$ cat config.mk
export PLATFORM = sky130hd
export DESIGN_NAME = bus_unstick
export DESIGN_NICKNAME = d
export VERILOG_FILES = /design/src/rtl/bus_unstick_pkg.sv /design/src/rtl/line_sync.sv /design/src/rtl/dwell_timer.sv /design/src/rtl/bus_unstick.sv
export SDC_FILE = /design/constraint.sdc
export NUM_CORES = 1
export LEC_CHECK = 0
export CAP_MARGIN = 20
export CORE_ASPECT_RATIO = 1.4
export CORE_UTILIZATION = 38
export CTS_CLUSTER_SIZE = 8
export DETAILED_ROUTE_END_ITERATION = 7
export GPL_TIMING_DRIVEN = 0
export PLACE_DENSITY = 0.57
export SETUP_SLACK_MARGIN = 0.3
export SLEW_MARGIN = 20
export SYNTH_ARGS = -nofsm -noshare
export SYNTH_HDL_FRONTEND = slang
export SYNTH_SLANG_ARGS = --single-unit
$ cat constraint.sdc
create_clock -name clk -period 4.7 [get_ports clk]
set_input_delay 0.94 -clock clk [delete_from_list [all_inputs] [get_ports clk]]
set_output_delay 0.94 -clock clk [all_outputs]
set_load 0.01 [all_outputs]
$ cat src/rtl/bus_unstick_pkg.sv
package bus_unstick_pkg;

  typedef enum logic [2:0] {
    ST_IDLE,
    ST_WAIT_CLK,
    ST_PROBE,
    ST_CLK_LO,
    ST_CLK_HI,
    ST_HOLD_START,
    ST_HOLD_STOP
  } unstick_state_e;

  // cycles spanned by a delay given in microseconds
  function automatic int cycles_for(input int cyc_per_us, input int usec);
    return cyc_per_us * usec;
  endfunction

  // number of clock-line samples taken before giving up (ceiling division)
  function automatic int poll_slots(input int limit_us, input int poll_us);
    return (limit_us + poll_us - 1) / poll_us;
  endfunction

  // counter width able to hold values 0..maxval
  function automatic int width_for(input int maxval);
    return (maxval < 2) ? 1 : $clog2(maxval + 1);
  endfunction

endpackage

$ cat src/rtl/line_sync.sv
module line_sync #(
  parameter int W = 2
) (
  input  logic         clk,
  input  logic         rst_n,
  input  logic [W-1:0] raw,
  output logic [W-1:0] synced
);
  // idle bus lines float high, so both stages reset to 1
  for (genvar g = 0; g < W; g++) begin : g_bit
    logic meta_q, out_q;
    always_ff @(posedge clk or negedge rst_n) begin
      if (!rst_n) begin
        meta_q <= 1'b1;
        out_q  <= 1'b1;
      end else begin
        meta_q <= raw[g];
        out_q  <= meta_q;
      end
    end
    assign synced[g] = out_q;
  end
endmodule

$ cat src/rtl/dwell_timer.sv
module dwell_timer #(
  parameter int CW = 8
) (
  input  logic          clk,
  input  logic          rst_n,
  input  logic          load,
  input  logic [CW-1:0] load_val,
  output logic          zero
);
  logic [CW-1:0] cnt_q;

  always_ff @(posedge clk or negedge rst_n) begin
    if (!rst_n)                 cnt_q <= '0;
    else if (load)              cnt_q <= load_val;
    else if (cnt_q != '0)       cnt_q <= cnt_q - 1'b1;
  end

  assign zero = (cnt_q == '0);
endmodule

$ cat src/rtl/bus_unstick.sv
module bus_unstick
  import bus_unstick_pkg::*;
#(
  parameter int CYC_PER_US = 50,
  parameter int POLL_US    = 500,
  parameter int LIMIT_US   = 40000,
  parameter int HALF_US    = 5,
  parameter int MAX_PULSES = 9
) (
  input  logic clk,
  input  logic rst_n,
  input  logic start,
  input  logic scl_in,
  input  logic sda_in,
  output logic scl_pull,
  output logic sda_pull,
  output logic busy,
  output logic done,
  output logic bus_err
);
  localparam int POLL_CYC = cycles_for(CYC_PER_US, POLL_US);
  localparam int HALF_CYC = cycles_for(CYC_PER_US, HALF_US);
  localparam int NPOLL    = poll_slots(LIMIT_US, POLL_US);
  localparam int CW       = width_for((POLL_CYC > HALF_CYC) ? POLL_CYC : HALF_CYC);
  localparam int PW       = width_for(MAX_PULSES);
  localparam int NW       = width_for(NPOLL);

  unstick_state_e state_q, state_d;
  logic [PW-1:0]  pulse_q;
  logic [NW-1:0]  poll_q;
  logic           done_q, err_q;

  // synchronized line levels
  logic [1:0] lines_s;
  logic       scl_s, sda_s;

  line_sync #(.W(2)) u_sync (
    .clk    (clk),
    .rst_n  (rst_n),
    .raw    ({scl_in, sda_in}),
    .synced (lines_s)
  );
  assign scl_s = lines_s[1];
  assign sda_s = lines_s[0];

  // phase timer
  logic          tmr_load, tmr_zero;
  logic [CW-1:0] tmr_val;

  dwell_timer #(.CW(CW)) u_timer (
    .clk      (clk),
    .rst_n    (rst_n),
    .load     (tmr_load),
    .load_val (tmr_val),
    .zero     (tmr_zero)
  );

  // named internal events
  logic accept, poll_due, clk_seen, polls_exhausted;
  logic data_free, pulses_exhausted, pulse_inc, poll_inc, finish, fail;

  assign accept           = (state_q == ST_IDLE) && start;
  assign poll_due         = (state_q == ST_WAIT_CLK) && tmr_zero;
  assign clk_seen         = poll_due && scl_s;
  assign polls_exhausted  = (poll_q == NW'(NPOLL - 1));
  assign data_free        = (state_q == ST_PROBE) && sda_s;
  assign pulses_exhausted = (pulse_q == PW'(MAX_PULSES));

  always_comb begin
    state_d   = state_q;
    tmr_load  = 1'b0;
    tmr_val   = '0;
    pulse_inc = 1'b0;
    poll_inc  = 1'b0;
    finish    = 1'b0;
    fail      = 1'b0;
    unique case (state_q)
      ST_IDLE: if (start) begin
        state_d  = ST_WAIT_CLK;
        tmr_load = 1'b1;
      end
      ST_WAIT_CLK: if (tmr_zero) begin
        if (scl_s) begin
          state_d = ST_PROBE;
        end else if (polls_exhausted) begin
          fail = 1'b1;
        end else begin
          poll_inc = 1'b1;
          tmr_load = 1'b1;
          tmr_val  = CW'(POLL_CYC - 1);
        end
      end
      ST_PROBE: begin
        if (sda_s) begin
          state_d  = ST_HOLD_START;
          tmr_load = 1'b1;
          tmr_val  = CW'(HALF_CYC - 1);
        end else if (pulses_exhausted) begin
          fail = 1'b1;
        end else begin
          state_d  = ST_CLK_LO;
          tmr_load = 1'b1;
          tmr_val  = CW'(HALF_CYC - 1);
        end
      end
      ST_CLK_LO: if (tmr_zero) begin
        state_d  = ST_CLK_HI;
        tmr_load = 1'b1;
        tmr_val  = CW'(HALF_CYC - 1);
      end
      ST_CLK_HI: if (tmr_zero) begin
        state_d   = ST_PROBE;
        pulse_inc = 1'b1;
      end
      ST_HOLD_START: if (tmr_zero) begin
        state_d  = ST_HOLD_STOP;
        tmr_load = 1'b1;
        tmr_val  = CW'(HALF_CYC - 1);
      end
      ST_HOLD_STOP: if (tmr_zero) finish = 1'b1;
      default: state_d = ST_IDLE;
    endcase
    if (fail || finish) state_d = ST_IDLE;
  end

  always_ff @(posedge clk or negedge rst_n) begin
    if (!rst_n) begin
      state_q <= ST_IDLE;
      pulse_q <= '0;
      poll_q  <= '0;
      done_q  <= 1'b0;
      err_q   <= 1'b0;
    end else begin
      state_q <= state_d;
      done_q  <= fail || finish;
      if (accept) begin
        pulse_q <= '0;
        poll_q  <= '0;
        err_q   <= 1'b0;
      end else begin
        if (pulse_inc) pulse_q <= pulse_q + 1'b1;
        if (poll_inc)  poll_q  <= poll_q + 1'b1;
        if (fail)      err_q   <= 1'b1;
      end
    end
  end

  assign scl_pull = (state_q == ST_CLK_LO);
  assign sda_pull = (state_q == ST_HOLD_START);
  assign busy     = (state_q != ST_IDLE);
  assign done     = done_q;
  assign bus_err  = err_q;

  // ---------------- assertions ----------------
  assert_done_single_R9: assert property (@(posedge clk) disable iff (!rst_n)
    done |=> !done);

  assert_done_idle_R9: assert property (@(posedge clk) disable iff (!rst_n)
    done |-> !busy);

  assert_start_under_high_clk_R8: assert property (@(posedge clk) disable iff (!rst_n)
    sda_pull |-> !scl_pull);

  assert_pulse_bound_R7: assert property (@(posedge clk) disable iff (!rst_n)
    pulse_q <= PW'(MAX_PULSES));

  assert_no_start_after_fail_R7: assert property (@(posedge clk) disable iff (!rst_n)
    (state_q == ST_PROBE && pulses_exhausted && !data_free) |=> !sda_pull);

  assert_busy_ignores_start_R10: assert property (@(posedge clk) disable iff (!rst_n)
    (busy && start) |=> (pulse_q >= $past(pulse_q) && poll_q >= $past(poll_q)));

  assert_poll_bound_R3: assert property (@(posedge clk) disable iff (!rst_n)
    poll_q <= NW'(NPOLL - 1));

endmodule

## Yosys cells after proc, flatten, opt, wreduce, memory -nomap -nowiden

Index checks and enable logic that the tools add are counted.

- Bits in registers: 35
- Latch bits: 0
- Memory bits (writable): 0
- ROM bits: 0
- Input port bits: 5
- Output and inout bits: 5
- Logic and storage cells: 83
- Memories kept: 0

- Add/subtract/negate cells: 3
- $mul: 0
- Divide/modulo/power cells: 0
- Magnitude comparators: 0
- Equality and inequality tests: 16
- Shift operators: 0
- Mux-type cells: 42
- Bitwise logic cells: 0
- Reductions and logical operators: 12

Operator list:

| kind | count |
|---|---|
| two-way mux 15 bit | 5 |
| case mux 15 bit (3 select lines) | 1 |
| two-way mux 3 bit | 9 |
| two-way mux 8 bit | 3 |
| case mux 3 bit (7 select lines) | 1 |
| two-way mux 1 bit | 17 |
| logical NOT 15 bit | 1 |
| nonzero test 15 bit | 1 |
| subtractor 15 x 1 -> 15 bit, second input constant | 1 |
| two-way mux 7 bit | 2 |
| == test 3 bit, second input constant | 3 |
| != test 3 x 1 -> 1 bit, second input constant | 3 |
| two-way mux 4 bit | 2 |
| AND reduction 8 bit | 1 |
| nonzero test 2 bit | 4 |
| adder 7 x 1 -> 7 bit, second input constant | 1 |
| == test 7 bit, second input constant | 1 |
| == test 3 x 2 -> 1 bit, second input constant | 2 |
| != test 3 x 2 -> 1 bit, second input constant | 2 |
| adder 4 x 1 -> 4 bit, second input constant | 1 |
| == test 4 bit, second input constant | 1 |
| != test 4 x 2 -> 1 bit, second input constant | 1 |
| case mux 1 bit (4 select lines) | 1 |
| == test 3 x 1 -> 1 bit, second input constant | 1 |
| other kinds (8) | 8 |

## Longest topological paths before layout

- Depth in word-level cells: 8
- Depth in mapped cells: 7
- Gate-level depth less buffers: 6

## Hierarchy

From an unflattened synthesis, not the netlist that was laid out.

- Cell total of the unflattened synthesis: 217
- Area, all modules: 2055.7 µm²

Modules (own cells, without submodules):

| module | times used | cells each | area an instance (µm²) | seq. area each (µm²) |
|---|---|---|---|---|
| bus_unstick | 1 | 109 | 969.7 | 400.4 |
| dwell_timer | 1 | 102 | 965.9 | 375.4 |
| line_sync | 1 | 6 | 120.1 | 105.1 |

## Worst setup path after synthesis

No wires, ideal clock.

- Kind: register to register
- Start: reg u_timer.cnt_q[0]
- End: reg poll_q[5]
- Library setup time: 0.128 ns
- Data arrival time: 1.795 ns
- Data required time: 4.572 ns
- Path slack: 2.777 ns
- Stages on the path, launching flop included: 7
- Path buffers: 0
- Clock period less this slack: 1.923 ns
- Path through: dfrtp_1 inv_1 ha_1 nor4b_4 nand4_4 nor4_1 mux2_1

- Longest elaborated chain between the ends: 4

Ends and longest elaborated chain:

| item | line | text |
|---|---|---|
| start: declaration | dwell_timer.sv:10 | `logic [CW-1:0] cnt_q;` |
| start signal: assignment | dwell_timer.sv:14 | `else if (load) cnt_q <= load_val;` |
| start signal: assignment | dwell_timer.sv:15 | `else if (cnt_q != '0) cnt_q <= cnt_q - 1'b1;` |
| logical NOT 15 bit | dwell_timer.sv:18 | `assign zero = (cnt_q == '0);` |
| two-way mux 1 bit | bus_unstick.sv:82 | `ST_WAIT_CLK: if (tmr_zero) begin` |
| two-way mux 1 bit | bus_unstick.sv:77 | `unique case (state_q)` |
| nonzero test 2 bit (no source line) | -- |  |
| end signal: assignment | bus_unstick.sv:142 | `if (poll_inc) poll_q <= poll_q + 1'b1;` |
| end: declaration | bus_unstick.sv:30 | `logic [NW-1:0] poll_q;` |

No other way between the ends.
A chain may end at the register's enable or synchronous reset.

## Final worst setup path

- Start: reg state_q[1]
- End: out sda_pull

- Longest elaborated chain between the ends: 1

Ends and longest elaborated chain:

| item | line | text |
|---|---|---|
| start: declaration | bus_unstick.sv:28 | `unstick_state_e state_q, state_d;` |
| start signal: assignment | bus_unstick.sv:134 | `state_q <= state_d;` |
| == test 3 bit | bus_unstick.sv:149 | `assign sda_pull = (state_q == ST_HOLD_START);` |
| end: declaration | bus_unstick.sv:16 | `output logic sda_pull,` |

No other way between the ends.

==> flow_summary.toml <==
[run_status]
run_status = "finished clean"

[route]
drt_wl_total_um = 4450
num_vias = 1589
drtIter0Drc = 47
drc = 0
drt_first_pass_iters = 4
detail_route.wl_per_cell_um = 15.6
ant_nets = 0
via_per_inst = 5.56

[clock_tree]
cts_buffer_depth = 2
cts-resized-gates = 0
tritoncts = "done"
cts.clk_slew.worst_paths_ps = 70
cts_setup_buffers = 0
cts_buffers = 5
htree_levels = 2
hold_buffers = 0
cts_root_buf = "clkbuf_8"
clkLatencyLatePin_ps = 280
clock_sinks = 35

[placement]
pre_cts_slack_ps = 2200
portBuffers = 9
dpl.cell_count = 278
place.gp.congestion = 0.750
dpl.hpwl_um = 3220

[synth]
synth.distinct_cells = 56
syn_inst = 202
syn_avg_cell_area_um2 = 9.96
synth_area_leaders = "dfrtp_1 (39%), dfstp_2 (5.2%), o21ai_0 (4.5%)"
synth_commonest_cells = "dfrtp_1 (31), o21ai_0 (18), a21oi_1 (13)"
ys_seq_area_share_pct = 43.8
synth-edff-count = 0
yosysMostFrequentCell = "dfrtp_1"
synth_top_area_share_pct = 38.6
async_flop_share_pct = 100
yosys.area.top_type = "dfrtp_1"
ys_ff_latch = 35
yosys_warnings = 0
synth_fp_nets = 211
syn_area_um2 = 2010
synth_ff_type = "dfrtp_1"

[worst_setup_path]
end_kind = "output port"
crit_fanout = 10
r2r_setup_slack_ps = 2510
worstSetupStartpoint = "state_q[1]"
timing.rr.end = "poll_q[2]"
arrival_ps = 1890
start_kind = "flip-flop"
critical_path_class = "flip-flop to output port"
r2r_start = "u_timer.cnt_q[0]"
reg2regPathDepth = 7
required_ps = 3760

[finish]
final_layout_size_suffix_gt1_share_pct = 14.1
final-seq-area_um2 = 881
instances_no_fill = 286
insertedDiodeCount = 0
num-fill-cells = 512
area_delta_synth_final_pct = 13.7
multi_input_area_um2 = 1060
final_net_count = 228
fin_util_pct = 44.7

[global_route]
grt_pass1_vias = 1578
track_usage_pct = 17.9
grt_overflow = 0
antenna_found_initial = 0
grt_max_degree = 22
grt_pass1_wl_um = 7710

[hold_path]
hold_path.class = "flip-flop to flip-flop"
whs_endpoint = "u_sync.g_bit[1].out_q"
hold_start = "u_sync.g_bit[1].meta_q"
hold_path_depth = 0

[floorplanning]
num_rows = 31
core-area_um2 = 5120
start_util_pct = 39.3
dieHeight_um = 88.1
dieArea_um2 = 5590
die-width_um = 63.5
io_pins = 10

[timing]
period_share_pct = 60.2
slew_headroom_pct = 64.6
setup_ws_ps = 1870
period_needed_ps = 2830
clock.fmax_mhz = 353
finalSetupTns_ps = 0
tightest_slew_ps = 528
rsz0062_at_grt = "false"
final-max-slew-violation-count = 0
finalHoldViolCount = 0
setup_violations = 0
clock-skew-final_ps = 5.09

[run]
drv_cap = 0

[pwr]
p_leak_nw = 0.899
finalPower_mw = 0.533
p_per_area_nw_per_um2 = 233
ir_worst_vdd_v = 0.000134
==> kinds of logic after synthesis <==
logic type      share of synthesized area [%]
compound gates                           18.1
xor+xnor                                 3.92
fa+ha+maj                                2.49
buf+inv                                  3.61
flops                                    43.8
mux                                      4.04
simple gates                             24.1
==> how the worst max path moves through the flow <==
stage           endpoint  cells after the start
4_1_cts         sda_pull                      4
6_report        sda_pull                      4
5_1_grt         sda_pull                      4
3_5_place_dp    sda_pull                      4
3_3_place_gp   poll_q[6]                      1
2_1_floorplan  poll_q[5]                      6
==> area by class of cell <==
class | count | area share [%]
timing repair buffer | 10 | 4.92
multi-input combinational | 150 | 46.3
clock buffer | 7 | 3.34
buffer | 9 | 1.86
sequential | 35 | 38.5
clock inverter | 1 | 0.219
tap | 66 | 3.61
inverter | 8 | 1.31
==> state kept, by name, summed over array words and instances (netlist names) <==
| signal | flops |
|---|---|
| bus_err | 1 |
| pulse_q | 4 |
| u_timer.cnt_q | 15 |
| u_sync.g_bit.meta_q | 2 |
| poll_q | 7 |
| u_sync.g_bit.out_q | 2 |
| done | 1 |
| state_q | 3 |
==> power breakdown <==
group	internal, mW	leakage (nW)	switching [mW]
combinational	0.00643	0.484	0.00982
sequential	0.304	0.372	0.00107
clock	0.104	0.0422	0.107
total	0.415	0.899	0.118
==> placed cells by master (no fill, tap or decap), types with 3 or more instances in the layout <==
master           synthesis  final
a21oi_1                 13     13
xor2_1                   4      4
inv_1                    8      8
dfstp_2                  4      4
or4_1                    5      5
o31ai_1                  6      6
o211ai_1                 3      3
or2_2                    4      4
nor4_1                   3      3
o21ai_0                 18     18
and3_1                   3      3
nand3_1                  6      6
clkbuf_8                 0      5
clkdlybuf4s50_1          0      8
clkbuf_1                 7      9
xnor2_1                  5      5
or3_1                    3      3
dfrtp_1                 31     31
nor3_1                   4      4
mux2i_1                  7      7
nand2_1                 12     12
nor2_1                  11     11
ha_1                     4      4
==> worst max-delay path, stage by stage (launching register included) <==
cell	delay, ps
dfrtp_1	460
clkbuf_1	250
nand2b_1	250
nor2_1	110
clkdlybuf4s50_1	540
==> metal layers <==
metal / global-route usage, % / vias up / wire [µm]
met4: 5.58 / 0 / 43
met1: 21.9 / 775 / 1990
met3: 3.52 / 6 / 117
met5: 0 / - / 0
met2: 31.3 / 23 / 2300
li1: - / 785 / -
==> metrics by stage <==
stage / instance area (µm²) / hold slack [ps]
after global routing: 2290 / 367
after global placement: 2180 / 346
after detailed placement: 2210 / 347
final: 2290 / 357
after floorplan: 2010 / 345
after CTS: 2290 / 358
Note: power is estimated with default switching activity, not from simulation.
